===== config.mk =====
export PLATFORM = sky130hd
export DESIGN_NAME = irq_requester
export DESIGN_NICKNAME = d
export VERILOG_FILES = /design/src/rtl/irq_pkg.sv /design/src/rtl/irq_cos_detect.sv /design/src/rtl/irq_regs.sv /design/src/rtl/irq_ack_ctrl.sv /design/src/rtl/irq_requester.sv
export SDC_FILE = /design/constraint.sdc
export NUM_CORES = 1
export LEC_CHECK = 0
export ABC_AREA = 1
export ABC_CLOCK_PERIOD_IN_PS = 4700
export BUFFER_PORTS_ARGS = -buffer_cell sky130_fd_sc_hd__buf_2
export CAP_MARGIN = 20
export CELL_PAD_IN_SITES_DETAIL_PLACEMENT = 0
export CELL_PAD_IN_SITES_GLOBAL_PLACEMENT = 1
export CORE_MARGIN = 2
export CORE_UTILIZATION = 30
export DETAILED_ROUTE_END_ITERATION = 7
export GPL_TIMING_DRIVEN = 0
export PLACE_DENSITY = 0.71
export SYNTH_ARGS = -nofsm -noshare
export SYNTH_HDL_FRONTEND = slang
export SYNTH_SLANG_ARGS = --single-unit

===== constraint.sdc =====
create_clock -name clk -period 4.7 [get_ports clk]
set_input_delay 0.47 -clock clk [delete_from_list [all_inputs] [get_ports clk]]
set_output_delay 0.47 -clock clk [all_outputs]
set_load 0.01 [all_outputs]

===== src/rtl/irq_pkg.sv =====
package irq_pkg;
  localparam int CSR_OFS    = 'h400;
  localparam int VEC_BASE   = 'h020;
  localparam int VEC_STRIDE = 'h100;
  localparam int EN_BIT     = 1;
  localparam int LVL_LSB    = 2;
  localparam int GEN_LSB    = 8;
endpackage


===== src/rtl/irq_cos_detect.sv =====
module irq_cos_detect #(
  parameter int NGROUPS = 4,
  parameter int BANK_W  = 8
) (
  input  logic                      clk,
  input  logic                      rst_n,
  input  logic [NGROUPS*BANK_W-1:0] bank_in,
  output logic [NGROUPS-1:0]        cos
);
  logic [NGROUPS*BANK_W-1:0] prev_q;

  always_ff @(posedge clk or negedge rst_n) begin
    if (!rst_n) prev_q <= '0;
    else        prev_q <= bank_in;
  end

  for (genvar g = 0; g < NGROUPS; g++) begin : g_bank
    assign cos[g] = |(bank_in[g*BANK_W +: BANK_W] ^ prev_q[g*BANK_W +: BANK_W]);
  end
endmodule


===== src/rtl/irq_regs.sv =====
module irq_regs
  import irq_pkg::*;
#(
  parameter int NGROUPS = 4,
  parameter int VEC_W   = 8,
  parameter int ADDR_W  = 12,
  parameter int DATA_W  = 16,
  parameter int LVL_W   = 3
) (
  input  logic                     clk,
  input  logic                     rst_n,
  input  logic [ADDR_W-1:0]        reg_addr,
  input  logic                     reg_we,
  input  logic [DATA_W-1:0]        reg_wdata,
  output logic [DATA_W-1:0]        reg_rdata,
  input  logic                     en_clr,
  output logic                     en,
  output logic [LVL_W-1:0]         lvl,
  output logic [NGROUPS-1:0]       gen,
  output logic [NGROUPS*VEC_W-1:0] vec_flat
);
  logic                csr_hit;
  logic [NGROUPS-1:0]  vec_hit;
  logic                en_d;
  logic [LVL_W-1:0]    lvl_d;
  logic [NGROUPS-1:0]  gen_d;
  logic [DATA_W-1:0]   rd_d;

  assign csr_hit = (reg_addr == ADDR_W'(CSR_OFS));

  for (genvar g = 0; g < NGROUPS; g++) begin : g_vec
    assign vec_hit[g] = (reg_addr == ADDR_W'(VEC_BASE + g * VEC_STRIDE));
    always_ff @(posedge clk or negedge rst_n) begin
      if (!rst_n)
        vec_flat[g*VEC_W +: VEC_W] <= '0;
      else if (reg_we && vec_hit[g])
        vec_flat[g*VEC_W +: VEC_W] <= reg_wdata[VEC_W-1:0];
    end
  end

  always_comb begin
    en_d  = en;
    lvl_d = lvl;
    gen_d = gen;
    if (reg_we && csr_hit) begin
      en_d  = reg_wdata[EN_BIT];
      lvl_d = reg_wdata[LVL_LSB +: LVL_W];
      gen_d = reg_wdata[GEN_LSB +: NGROUPS];
    end
    if (en_clr) en_d = 1'b0;
  end

  always_comb begin
    rd_d = '0;
    if (csr_hit) begin
      rd_d[EN_BIT]             = en;
      rd_d[LVL_LSB +: LVL_W]   = lvl;
      rd_d[GEN_LSB +: NGROUPS] = gen;
    end
    for (int g = 0; g < NGROUPS; g++)
      if (vec_hit[g]) rd_d[VEC_W-1:0] = vec_flat[g*VEC_W +: VEC_W];
  end

  always_ff @(posedge clk or negedge rst_n) begin
    if (!rst_n) begin
      en        <= 1'b0;
      lvl       <= '0;
      gen       <= '0;
      reg_rdata <= '0;
    end else begin
      en        <= en_d;
      lvl       <= lvl_d;
      gen       <= gen_d;
      reg_rdata <= rd_d;
    end
  end
endmodule


===== src/rtl/irq_ack_ctrl.sv =====
module irq_ack_ctrl #(
  parameter int NGROUPS = 4,
  parameter int VEC_W   = 8,
  parameter int LVL_W   = 3,
  localparam int NLINES = (1 << LVL_W) - 1
) (
  input  logic                     clk,
  input  logic                     rst_n,
  input  logic [NGROUPS-1:0]       cos,
  input  logic                     en,
  input  logic [LVL_W-1:0]         lvl,
  input  logic [NGROUPS-1:0]       gen,
  input  logic [NGROUPS*VEC_W-1:0] vec_flat,
  input  logic                     iack_in_n,
  input  logic [LVL_W-1:0]         ack_level,
  output logic [NLINES-1:0]        irq_n,
  output logic                     iack_out_n,
  output logic [VEC_W-1:0]         vec_out,
  output logic                     vec_valid,
  output logic                     en_clr
);
  logic [NGROUPS-1:0] pend_q, pend_d, active, grant;
  logic               found, requesting, ack_start, match;
  logic               iack_prev_q, claim_q, claim_d;
  logic [VEC_W-1:0]   sel_vec;

  assign active = pend_q & gen;

  always_comb begin
    grant   = '0;
    found   = 1'b0;
    sel_vec = '0;
    for (int g = 0; g < NGROUPS; g++) begin
      if (active[g] && !found) begin
        grant[g] = 1'b1;
        found    = 1'b1;
        sel_vec  = vec_flat[g*VEC_W +: VEC_W];
      end
    end
  end

  assign requesting = en && (lvl != '0) && (|active);

  for (genvar i = 0; i < NLINES; i++) begin : g_line
    assign irq_n[i] = !(requesting && (lvl == LVL_W'(i + 1)));
  end

  assign ack_start  = !iack_in_n && iack_prev_q;
  assign match      = ack_start && requesting && (ack_level == lvl);
  assign claim_d    = iack_in_n ? 1'b0 : (claim_q || match);
  assign iack_out_n = iack_in_n || match || claim_q;
  assign en_clr     = match;
  assign pend_d     = (pend_q & ~(match ? grant : '0)) | (cos & gen);

  always_ff @(posedge clk or negedge rst_n) begin
    if (!rst_n) begin
      pend_q      <= '0;
      iack_prev_q <= 1'b1;
      claim_q     <= 1'b0;
      vec_valid   <= 1'b0;
    end else begin
      pend_q      <= pend_d;
      iack_prev_q <= iack_in_n;
      claim_q     <= claim_d;
      vec_valid   <= match;
    end
  end

  always_ff @(posedge clk or negedge rst_n) begin
    if (!rst_n)     vec_out <= '0;
    else if (match) vec_out <= sel_vec;
  end
endmodule


===== src/rtl/irq_requester.sv =====
module irq_requester #(
  parameter int NGROUPS = 4,
  parameter int BANK_W  = 8,
  parameter int VEC_W   = 8,
  parameter int ADDR_W  = 12,
  parameter int DATA_W  = 16,
  parameter int LVL_W   = 3
) (
  input  logic                        clk,
  input  logic                        rst_n,
  input  logic [NGROUPS*BANK_W-1:0]   bank_in,
  input  logic [ADDR_W-1:0]           reg_addr,
  input  logic                        reg_we,
  input  logic [DATA_W-1:0]           reg_wdata,
  output logic [DATA_W-1:0]           reg_rdata,
  input  logic                        iack_in_n,
  input  logic [LVL_W-1:0]            ack_level,
  output logic                        iack_out_n,
  output logic [(1<<LVL_W)-2:0]       irq_n,
  output logic [VEC_W-1:0]            vec_out,
  output logic                        vec_valid
);
  logic [1:0]               rst_sync_q;
  logic                     rst_sync_n;
  logic [NGROUPS-1:0]       cos, gen;
  logic                     en, en_clr;
  logic [LVL_W-1:0]         lvl;
  logic [NGROUPS*VEC_W-1:0] vec_flat;

  always_ff @(posedge clk or negedge rst_n) begin
    if (!rst_n) rst_sync_q <= 2'b00;
    else        rst_sync_q <= {rst_sync_q[0], 1'b1};
  end
  assign rst_sync_n = rst_sync_q[1];

  irq_cos_detect #(.NGROUPS(NGROUPS), .BANK_W(BANK_W)) u_cos (
    .clk(clk), .rst_n(rst_sync_n), .bank_in(bank_in), .cos(cos)
  );

  irq_regs #(.NGROUPS(NGROUPS), .VEC_W(VEC_W), .ADDR_W(ADDR_W),
             .DATA_W(DATA_W), .LVL_W(LVL_W)) u_regs (
    .clk(clk), .rst_n(rst_sync_n), .reg_addr(reg_addr), .reg_we(reg_we),
    .reg_wdata(reg_wdata), .reg_rdata(reg_rdata), .en_clr(en_clr),
    .en(en), .lvl(lvl), .gen(gen), .vec_flat(vec_flat)
  );

  irq_ack_ctrl #(.NGROUPS(NGROUPS), .VEC_W(VEC_W), .LVL_W(LVL_W)) u_ack (
    .clk(clk), .rst_n(rst_sync_n), .cos(cos), .en(en), .lvl(lvl), .gen(gen),
    .vec_flat(vec_flat), .iack_in_n(iack_in_n), .ack_level(ack_level),
    .irq_n(irq_n), .iack_out_n(iack_out_n), .vec_out(vec_out),
    .vec_valid(vec_valid), .en_clr(en_clr)
  );
endmodule


# After elaboration in Yosys (flattened, before gate mapping)
# Cells that the tools add are included.
[op_classes] eq_ne=13 n_mux=20 bitwise_logic=9 n_reduce_logical=41
[op_table] operator="8-bit 2-to-1 mux" count=8
[op_table] operator="8-bit OR reduction" count=4
[op_table] operator="8-bit bitwise XOR" count=4
[op_table] operator="12-bit by 10-bit == test with 1-bit output, second input constant" count=2
[op_table] operator="1-bit logical AND" count=20
[op_table] operator="4-bit AND" count=3
[op_table] operator="12-bit by 11-bit == test with 1-bit output, second input constant" count=1
[op_table] operator="12-bit by 6-bit == test with 1-bit output, second input constant" count=1
[op_table] operator="12-bit by 9-bit == test with 1-bit output, second input constant" count=1
[op_table] operator="3-bit == test, second input constant" count=4
[op_table] operator="4-bit 2-to-1 mux" count=3
[op_table] operator="1-bit zero test" count=11
[op_table] operator="1-bit 2-to-1 mux" count=9
[op_table] operator="3-bit by 2-bit == test with 1-bit output, second input constant" count=2
[op_table] operator="4-bit NOT" count=1
[op_table] operator="4-bit OR" count=1
[op_table] operator="4-bit OR reduction" count=1
[op_table] operator="3-bit by 1-bit == test with 1-bit output, second input constant" count=1
[op_table] operator="3-bit == test" count=1
[op_table] operator="1-bit logical OR" count=3
[op_table] operator="3-bit nonzero test" count=1
[op_table] operator="2-bit nonzero test" count=1
[word_totals] register_bits=101 input_bits=67 output_inout_bits=33 word_cells=98

# Logic depth before layout (Yosys ltp)
# Gate-level depths: netlist of run 1.
[depth] ltp_word=15 mapped_depth=11

# Hierarchy
# Synthesis of run 1 repeated with hierarchy kept, for this count alone.
[hier_totals] cells_unflattened=577 hier_area_um2=4977.3
[by_module_without_submodules] mod="irq_regs" n_inst=1 cells_each=264 area_each_um2=2565.0 seq_area_each_um2=1301.2
[by_module_without_submodules] mod="irq_cos_detect" n_inst=1 cells_each=140 area_each_um2=1306.3 seq_area_each_um2=800.8
[by_module_without_submodules] mod="irq_ack_ctrl" n_inst=1 cells_each=170 area_each_um2=1052.3 seq_area_each_um2=376.6
[by_module_without_submodules] mod="irq_requester" n_inst=1 cells_each=3 area_each_um2=53.8 seq_area_each_um2=50.0

# Worst setup path after synthesis of run 1
# No wires, ideal clock.
[synth_path] path_type="input to register" startpoint="input port reg_addr[3]" endpoint="register u_regs.gen[0]" setup_time_ns=0.125 arrival_ns=1.495 required_ns=4.575 path_slack_ns=3.080 path_stages=6 cell_sequence="nor2_1 nand2_2 nor3_4 nand2_2 buf_6 mux2_4"
[synth_between] elab_chain_len=2
[synth_rtl] item="from (decl)" line_no="irq_requester.sv:12" rtl="input logic [ADDR_W-1:0] reg_addr,"
[synth_rtl] item="12-bit by 11-bit == test with 1-bit output" line_no="irq_regs.sv:29" rtl="assign csr_hit = (reg_addr == ADDR_W'(CSR_OFS));"
[synth_rtl] item="1-bit logical AND" line_no="irq_regs.sv:45" rtl="if (reg_we && csr_hit) begin"
[synth_rtl] item="to (signal assigned)" line_no="irq_regs.sv:73" rtl="gen <= gen_d;"
[synth_rtl] item="to (decl)" line_no="irq_regs.sv:19" rtl="output logic [NGROUPS-1:0] gen,"
# Every way passes these cells.
# A chain may end at the register's enable or synchronous reset.

# Final worst setup path of run 1
[layout_path] startpoint="register u_regs.gen[0]" endpoint="output port irq_n[3]"
[layout_between] elab_chain_len=5
[layout_rtl] item="4-bit AND" line_no="irq_ack_ctrl.sv:27" rtl="assign active = pend_q & gen;"
[layout_rtl] item="4-bit OR reduction" line_no="irq_ack_ctrl.sv:42" rtl="assign requesting = en && (lvl != '0) && (|active);"
[layout_rtl] item="1-bit logical AND" line_no="irq_ack_ctrl.sv:42"
[layout_rtl] item="1-bit logical AND" line_no="irq_ack_ctrl.sv:45" rtl="assign irq_n[i] = !(requesting && (lvl == LVL_W'(i + 1)));"
[layout_rtl] item="1-bit zero test" line_no="irq_ack_ctrl.sv:45"
[layout_rtl] item="to (decl)" line_no="irq_requester.sv:19" rtl="output logic [(1<<LVL_W)-2:0] irq_n,"
# Every way passes these cells.

==> flow_metrics.tcl, run 1 <==
set metrics [dict create \
    outcome "finished clean" \
    wl_per_cell_um 14.6 \
    track_usage 0.152 \
    core-area_um2 15100 \
    use_met3 0.0392 \
    drive_above_1_share 0.254 \
    dr.pass1.iters 4 \
    async_flop_share 1.00 \
    rrSetupSlack_ns 2.75 \
    relSlewSlack 0.428 \
    rsz0062_at_grt "no" \
    ios 100 \
    endpoint_kind "primary output" \
    swShare 0.227 \
    port_buffers 91 \
    root_buffer "clkbuf_16" \
    path_clk_slew_ns 0.07 \
    max-cap-violations 0 \
    fin_worst_skew_ns 0.00759 \
    syn2layout_area_growth_pct 22.5 \
    finalCritPeriodShare 0.498 \
    finalSetupTns_ns 0 \
    setup_viol 0 \
    yosys_most_used_dff "dfrtp_1" \
    min_path_type "in -> reg" \
    numCtsBuffers 9 \
    regToRegStartpoint "u_regs.gen[0]" \
    antenna_cells 0 \
    critPathLaunchType "flop" \
    synth-seq-area-share 0.548 \
    cts_max_level 3 \
    met2_usage 0.250 \
    gr-usage-met1 0.199 \
    path_cells "nand2_4 > nand2_2 > nor2_1 > nand2_1 > nand2_2 > nor2_1 > nand3_1 > buf_2" \
    busiest_layer "met2" \
    cp_num_buf_inv 1 \
    die_w_um 128 \
    grt_overflow 0 \
    dieHeight_um 128 \
    p_clk_frac 0.421 \
    final_common_cell "nand2_1" \
    rows 45 \
    grt_first_pass_wirelength_um 18900 \
    hold_depth 1 \
    nNetsFinal 683 \
    synth-seq-cells 101 \
    grt_pass1_vias 3618 \
    finalMaxSlewViolations 0 \
    ys_types 40 \
    layout_common_cells "116 x nand2_1, 99 x dfrtp_1, 94 x buf_2, 56 x inv_1, 51 x o21ai_0" \
    cp.arrival_ns 1.87 \
    drtIter0Drc 213 \
    p_comb_frac 0.058 \
    p_int_mw 1.35 \
    post-route-min-period_ns 2.34 \
    pwr-share-seq 0.520 \
    holdWs_ns 0.239 \
    worstSkewPairLatency_ns 0.35 \
    cts_sinks 101 \
    yosysTopAreaCell "dfrtp_1" \
    placed_cell_area_um2 5350 \
    ant_nets 0 \
    synth_edf_count 0 \
    drc 0 \
    cts_buffer_depth 2 \
    criticalPathCategory "reg -> out" \
    tritoncts "yes" \
    design_area_um2 5650 \
    worst_pin_slew_ns 0.853 \
    grt_max_degree 53 \
    avgSynthCellArea_um2 9.07 \
    hold_buffers 1 \
    power.total_mw 1.75 \
    wirelength_um 11800 \
    reg2regPathDepth 7 \
    hpwlAfterDp_um 8570 \
    synth_warnings 0 \
    p_sw_mw 0.397 \
    vias 3733 \
    setup_ws_ns 2.36 \
    reg2reg_to "u_ack.vec_out[5]" \
    routed_via_density 4.61 \
    path_max_fanout 8 \
    cp_top_family "simple AND/OR/NAND/NOR gates" \
    cp_slowest_cell "dfrtp_1" \
    worstHoldEndpoint "u_cos.prev_q[22]" \
    leakage_nw 2.85 \
    die_area_um2 16400 \
    vdd_drop_max_uv 204 \
    gp_congestion 0.870 \
    start_util 0.305 \
    post_cts_buffers 0 \
    finalHoldViolations 0 \
    hold_start "bank_in[22]" \
    synthCells 509 \
    ctsResizeCount 0 \
    yosys-top-cells-area "dfrtp_1 54%, nand2_1 9.4%, o21ai_0 5.5%" \
    slowest_delay_ns 0.56 \
    fmax_mhz 427 \
    worstSetupStartpoint "u_regs.gen[0]" \
    crit_required_ns 4.23 \
    netlist.area_leader.share 0.542 \
    syn_area_um2 4620 \
    powerDensity_nw_per_um2 309 \
    dp_slack_ns 2.57 \
    antenna_found_initial 0 \
]
kinds of logic after synthesis:
kind of cell           share of synthesized area
other                                    0.00163
buffers and inverters                     0.0694
AO/OA/AOI/OAI                              0.109
multiplexers                              0.0122
flip-flops                                 0.548
XOR/XNOR                                  0.0417
AND/OR/NAND/NOR                            0.218
flip-flops by register name, summed over array words and instances, names as in the netlist, 2 cells and up:
signal,count
rst_sync_q,2
u_regs.reg_rdata,12
u_cos.prev_q,32
u_regs.lvl,3
u_regs.gen,4
u_regs.vec_flat,32
u_ack.pend_q,4
u_ack.vec_out,8
power groups by stage:
stage	clock, mW	combinational [mW]	sequential, mW
6_report	0.737	0.102	0.909
2_1_floorplan	0	0.0478	0.927
3_5_place_dp	0	0.104	0.927
3_3_place_gp	0	0.0884	0.934
4_1_cts	0.763	0.105	0.910
5_1_grt	0.797	0.116	0.913
layout make-up:
type                    count  area, um2
fillers                  1548       9490
flip-flops and latches    101       2530
clock inverters             5       61.3
multi-input cells         339       1780
repair buffers             93        493
well taps                 188        235
inverters                  60        230
plain buffers              12       90.1
clock buffers              11        233
per-stage QoR:
step | util | cells
floorplan | - | 512
global placement | 0.351 | 791
detailed placement | 0.353 | 792
CTS | 0.373 | 809
global route | 0.373 | 809
finish | 0.373 | 809
synthesized netlist by cell type, types with 3 or more instances:
cell type and instances:
nand2_2 5, dfrtp_1 100, buf_4 4, xnor2_1 14
o21ai_2 8, o21ai_0 51, mux2_4 3, o22ai_1 6
buf_2 3, o21ai_1 5, a21oi_1 13, nor3_1 4
nand2_1 116, xor2_1 8, or2_2 7, nand3_1 27
o2111ai_1 3, nor2_1 41, nand4_1 6, inv_1 56
metal layers:
metal	share of wire	vias to the layer above	routed length (um)
li1	-	1846	-
met1	0.46	1781	5400
met4	0.011	0	136
met3	0.050	10	593
met5	0	-	0
met2	0.48	96	5710
worst max-delay path by stage:
| stage | depth (start not counted) | slack (ns) | to |
|---|---|---|---|
| 5_1_grt | 8 | 2.17 | irq_n[3] |
| 3_3_place_gp | 0 | 0.51 | u_cos.prev_q[10] |
| 4_1_cts | 8 | 2.32 | irq_n[3] |
| 6_report | 8 | 2.36 | irq_n[3] |
| 3_5_place_dp | 9 | 2.57 | u_regs.reg_rdata[0] |
| 2_1_floorplan | 0 | 1.68 | u_ack.claim_q |
Power figures use the tool's default switching activity.
==> run 2, diff against run 1 <==
--- a/config.mk
+++ b/config.mk
@@ -6,7 +6,7 @@
 export NUM_CORES = 1
 export LEC_CHECK = 0
 export ABC_AREA = 1
-export ABC_CLOCK_PERIOD_IN_PS = 4700
+export ABC_CLOCK_PERIOD_IN_PS = 2100
 export BUFFER_PORTS_ARGS = -buffer_cell sky130_fd_sc_hd__buf_2
 export CAP_MARGIN = 20
 export CELL_PAD_IN_SITES_DETAIL_PLACEMENT = 0
@@ -15,7 +15,7 @@
 export CORE_UTILIZATION = 30
 export DETAILED_ROUTE_END_ITERATION = 7
 export GPL_TIMING_DRIVEN = 0
-export PLACE_DENSITY = 0.71
+export PLACE_DENSITY = 0.73
 export SYNTH_ARGS = -nofsm -noshare
 export SYNTH_HDL_FRONTEND = slang
 export SYNTH_SLANG_ARGS = --single-unit
==> constraint.sdc (replaced) <==
create_clock -name clk -period 2.1 [get_ports clk]
set_input_delay 0.21 -clock clk [delete_from_list [all_inputs] [get_ports clk]]
set_output_delay 0.21 -clock clk [all_outputs]
set_load 0.01 [all_outputs]
==> flow_metrics.tcl, run 2 (synthesis results as in run 1) <==
set metrics [dict create \
    outcome "finished clean" \
    path_max_fanout 7 \
    dp_slack_ns 0.188 \
    critPathLaunchType "flop" \
    path_clk_slew_ns 0.07 \
    grt_max_degree 68 \
    rows 45 \
    vdd_drop_max_uv 400 \
    wirelength_um 12100 \
    fmax_mhz 510 \
    grt_overflow 0 \
    cp_slowest_cell "dfrtp_2" \
    dieHeight_um 128 \
    dp.cells 792 \
    reg.largest.list "u_cos.prev_q x32, u_regs.vec_flat x32, u_regs.reg_rdata x12" \
    tritoncts "yes" \
    worst_pin_slew_ns 0.893 \
    port_buffers 91 \
    relSlewSlack 0.401 \
    hold_start "reg_wdata[8]" \
    criticalPathCategory "reg -> out" \
    cts_sinks 101 \
    cts_max_level 3 \
    crit_required_ns 1.89 \
    cp.arrival_ns 1.75 \
    hold_depth 2 \
    vias 3896 \
    pwr-share-seq 0.494 \
    cts_buffer_depth 2 \
    grt_pass1_vias 3696 \
    p_comb_frac 0.069 \
    ant_nets 0 \
    grt_first_pass_wirelength_um 19100 \
    regArea_um2 2530 \
    endpoint_kind "primary output" \
    utilization 0.398 \
    gp_congestion 0.872 \
    syn2layout_area_growth_pct 30.7 \
    root_buffer "clkbuf_16" \
    hpwlAfterDp_um 8420 \
    reg2regPathDepth 7 \
    numCtsBuffers 9 \
    worstSkewPairLatency_ns 0.35 \
    core-area_um2 15100 \
    start_util 0.305 \
    slowest_delay_ns 0.48 \
    drtIter0Drc 232 \
    wl_per_cell_um 14.4 \
    dr.pass1.iters 4 \
    worstHoldEndpoint "u_regs.gen[0]" \
    finalCritPeriodShare 0.933 \
    nNetsFinal 718 \
    routed_via_density 4.62 \
    layout_common_cells "116 x nand2_1, 97 x dfrtp_1, 94 x buf_2, 56 x inv_1, 51 x o21ai_0" \
    die_w_um 128 \
    fin_worst_skew_ns 0.00882 \
    drc 0 \
    final_common_cell "nand2_1" \
    fillers 1476 \
    powerDensity_nw_per_um2 680 \
    antenna_found_initial 0 \
    min_path_type "in -> reg" \
    finalMaxSlewViolations 0 \
    rsz0062_at_grt "no" \
    setup_ws_ns 0.141 \
    post-route-min-period_ns 1.96 \
    p_clk_frac 0.437 \
    track_usage 0.154 \
    rrSetupSlack_ns 0.21 \
    finalHoldViolations 0 \
    final_cells 844 \
    leakage_nw 3.01 \
    max-cap-violations 0 \
    path_cells "nand2_4 > nand2_2 > nor2_1 > nand2_1 > nand2_2 > inv_2 > nand2_4 > nand3_1 > buf_2" \
    antenna_cells 0 \
    die_area_um2 16400 \
    setup_viol 0 \
    p_sw_mw 0.895 \
    reg2reg_to "u_ack.vec_out[5]" \
    ios 100 \
    swShare 0.218 \
    drive_above_1_share 0.252 \
    p_int_mw 3.21 \
    multiInputGateArea_um2 1780 \
    regToRegStartpoint "u_ack.pend_q[0]" \
]
## run 2: cell count changes in the layout (fill, tap and decap cells not counted), sizes merged
cell	change
buf	+2
clkinvlp	+1
dlygate4sd3	+33
clkbuf	-1
bufinv	+1
clkinv	-1
## run 2: per-stage QoR
step | TNS [ns] | power, mW | area (um2) | hold WS, ns
detailed placement | 0 | 2.31 | 5350 | -0.00305
finish | 0 | 4.11 | 6030 | 0.0850
CTS | 0 | 4.18 | 6020 | 0.0703
global route | 0 | 4.29 | 6030 | 0.0791
floorplan | 0 | 2.18 | 4630 | -0.0856
global placement | -19.31 | 2.29 | 5320 | -0.00464
## run 2: how the worst max path moves through the flow
| stage | start | endpoint | slack, ns | depth (start not counted) |
|---|---|---|---|---|
| 2_1_floorplan | rst_sync_q[1] | u_ack.claim_q | 0.41 | 0 |
| 3_5_place_dp | u_regs.gen[0] | u_ack.vec_out[5] | 0.19 | 7 |
| 3_3_place_gp | rst_sync_q[1] | u_cos.prev_q[9] | -0.21 | 0 |
| 5_1_grt | u_ack.pend_q[0] | iack_out_n | 0.003 | 9 |
| 4_1_cts | u_ack.pend_q[0] | iack_out_n | 0.08 | 9 |
| 6_report | u_ack.pend_q[0] | iack_out_n | 0.14 | 9 |
## run 2: power groups by stage
stage / registers [mW] / logic (mW) / clock network [mW]
after global placement: 2.09 / 0.197 / 0
after detailed placement: 2.07 / 0.237 / 0
after floorplan: 2.07 / 0.107 / 0
after CTS: 2.03 / 0.286 / 1.86
after global routing: 2.04 / 0.319 / 1.93
final: 2.03 / 0.282 / 1.79
## run 2: what timing repair did
item,CTS,global route
resized for setup,1,2
endpoints found under the setup margin,1,8
hold endpoints to repair,35,0
hold buffers,34,0
buffers inserted,0,2
## run 2: final cells by class
type                            instances  area share
Buffer                                 12      0.0149
Timing Repair Buffer                  128       0.139
Clock inverter                          6      0.0143
Clock buffer                           10      0.0396
Sequential cell                       101       0.420
Multi-Input combinational cell        339       0.295
Inverter                               60      0.0382
Tap cell                              188      0.0390
## run 2: worst max-delay path, delay by kind of cell (launching register included)
kind	cells	cell delay, ns
DFF	1	0.48
buffers and inverters	2	0.20
and+or+nand+nor	7	0.71
## run 2: layer usage
layer,global-route usage,part of all wire,vias to the layer above
met1,0.201,0.46,1864
met3,0.0388,0.048,13
li1,-,-,1911
met4,0.0414,0.013,0
met5,0,0,-
met2,0.255,0.48,108
==> run 3, diff against run 2 <==
--- a/config.mk
+++ b/config.mk
@@ -6,7 +6,7 @@
 export NUM_CORES = 1
 export LEC_CHECK = 0
 export ABC_AREA = 1
-export ABC_CLOCK_PERIOD_IN_PS = 2100
+export ABC_CLOCK_PERIOD_IN_PS = 1800
 export BUFFER_PORTS_ARGS = -buffer_cell sky130_fd_sc_hd__buf_2
 export CAP_MARGIN = 20
 export CELL_PAD_IN_SITES_DETAIL_PLACEMENT = 0
@@ -15,7 +15,7 @@
 export CORE_UTILIZATION = 30
 export DETAILED_ROUTE_END_ITERATION = 7
 export GPL_TIMING_DRIVEN = 0
-export PLACE_DENSITY = 0.73
+export PLACE_DENSITY_LB_ADDON = 0.1
 export SYNTH_ARGS = -nofsm -noshare
 export SYNTH_HDL_FRONTEND = slang
 export SYNTH_SLANG_ARGS = --single-unit
==> constraint.sdc (replaced) <==
create_clock -name clk -period 1.8 [get_ports clk]
set_input_delay 0.18 -clock clk [delete_from_list [all_inputs] [get_ports clk]]
set_output_delay 0.18 -clock clk [all_outputs]
set_load 0.01 [all_outputs]
==> flow_metrics.tcl, run 3 (synthesis results as in run 1) <==
set metrics [dict create \
    cts_max_level 3 \
    tritoncts "yes" \
    cts_sinks 101 \
    reg.largest.list "u_cos.prev_q x32, u_regs.vec_flat x32, u_regs.reg_rdata x12" \
    grt_pass1_vias 3826 \
    wl_per_cell_um 14.8 \
    path_clk_slew_ns 0.07 \
    outcome "finished clean" \
    p_clk_frac 0.441 \
    root_buffer "clkbuf_16" \
    min_path_type "in -> reg" \
    post-route-min-period_ns 1.76 \
    dr.pass1.iters 4 \
    layout_common_cells "114 x nand2_1, 96 x dfrtp_1, 94 x buf_2, 54 x inv_1, 50 x o21ai_0" \
    worstSkewPairLatency_ns 0.35 \
    powerDensity_nw_per_um2 785 \
    routed_via_density 4.53 \
    swShare 0.224 \
    track_usage 0.162 \
    p_comb_frac 0.070 \
    relSlewSlack 0.569 \
    drive_above_1_share 0.276 \
    rows 45 \
    fillers 1521 \
    dieHeight_um 128 \
    drtIter0Drc 219 \
    cp.arrival_ns 1.58 \
    cts_buffer_depth 2 \
    fmax_mhz 567 \
    max-cap-violations 0 \
    power.total_mw 4.85 \
    p_sw_mw 1.08 \
    endpoint_kind "primary output" \
    numCtsBuffers 9 \
    utilization 0.408 \
    start_util 0.305 \
    rsz0062_at_grt "yes" \
    antenna_cells 0 \
    criticalPathCategory "reg -> out" \
    leakage_nw 3.05 \
    fin_worst_skew_ns 0.00782 \
    nNetsFinal 725 \
    crit_required_ns 1.62 \
    syn2layout_area_growth_pct 33.7 \
    finalCritPeriodShare 0.980 \
    pwr-share-seq 0.489 \
    final_common_cell "nand2_1" \
    finalHoldViolations 0 \
    core-area_um2 15100 \
    setup_viol 0 \
    hpwlAfterDp_um 8670 \
    vias 3859 \
    die_w_um 128 \
    grt_first_pass_wirelength_um 20200 \
    vdd_drop_max_uv 392 \
    antenna_found_initial 0 \
    ios 100 \
    grt_overflow 0 \
    port_buffers 91 \
    grt_max_degree 55 \
    holdWs_ns 0.0597 \
    gp_congestion 0.844 \
    wirelength_um 12600 \
    drc 0 \
    ant_nets 0 \
    die_area_um2 16400 \
    p_int_mw 3.76 \
    path_max_fanout 3 \
    worst_pin_slew_ns 0.647 \
    critPathLaunchType "flop" \
    finalMaxSlewViolations 0 \
]
==> run 3: power groups by stage <==
stage,clock network [mW],logic [mW],registers (mW)
global placement,0,0.234,2.44
floorplan,0,0.125,2.42
CTS,2.23,0.345,2.37
global route,2.31,0.385,2.38
detailed placement,0,0.272,2.42
finish,2.14,0.341,2.37
==> run 3: path summary, 6_finish.rpt <==
kind / start / endpoint / slack (ns) / depth (start not counted)
setup / recovery: u_regs.gen[0] / iack_out_n / 0.04 / 9
hold / removal: reg_wdata[10] / u_regs.gen[2] / 0.06 / 2
setup reg to reg: u_regs.gen[0] / u_ack.vec_out[3] / 0.08 / 12
hold reg to reg: rst_sync_q[0] / rst_sync_q[1] / 0.35 / 0
max in group asynchronous: rst_sync_q[1] / u_ack.iack_prev_q / 0.70 / 1
min in group asynchronous: rst_n / rst_sync_q[0] / 0.15 / 2
==> run 3: what timing repair did <==
item | CTS | global route
setup endpoints to repair | 17 | 16
pin swaps | 3 | 2
gates resized for setup | 12 | 11
hold buffers | 35 | 0
buffers inserted | 6 | 2
endpoints found under the hold margin | 35 | 0
==> run 3: critical path, cell delays in order (launching register included) <==
cell and delay, ns:
dfrtp_2 0.43, nand2_4 0.08, nand2_2 0.07, nor2_1 0.09, nand2_1 0.12, nand2_4 0.14
inv_4 0.06, nand2_8 0.05, nand3_1 0.06, buf_2 0.14
==> run 3: final cells by class <==
cell class                      count  area [um2]  share of cell area
Buffer                             12        90.1              0.0146
Clock inverter                      6        93.8              0.0152
Tap cell                          188         235              0.0381
Clock buffer                       10         239              0.0387
Sequential cell                   101        2540               0.411
Inverter                           60         233              0.0377
Multi-Input combinational cell    339        1850               0.299
Timing Repair Buffer              135         897               0.145
==> run 3: per-stage QoR <==
step	cells	setup WS, ns	setup TNS [ns]	cell area [um2]
5_1_grt	851	-0.0628	-0.142	6170
4_1_cts	849	0.00164	0	6130
3_3_place_gp	791	-0.605	-59.65	5320
2_1_floorplan	512	0.105	0	4630
3_5_place_dp	792	-0.214	-0.827	5350
6_report	851	0.0367	0	6170
==> run 3: metal layers <==
layer / GRT usage / vias to the layer above / routed length, um
met1: 0.221 / 1822 / 5880
li1: - / 1930 / -
met4: 0.0705 / 0 / 262
met5: 0 / - / 0
met2: 0.251 / 90 / 5840
met3: 0.0292 / 17 / 617
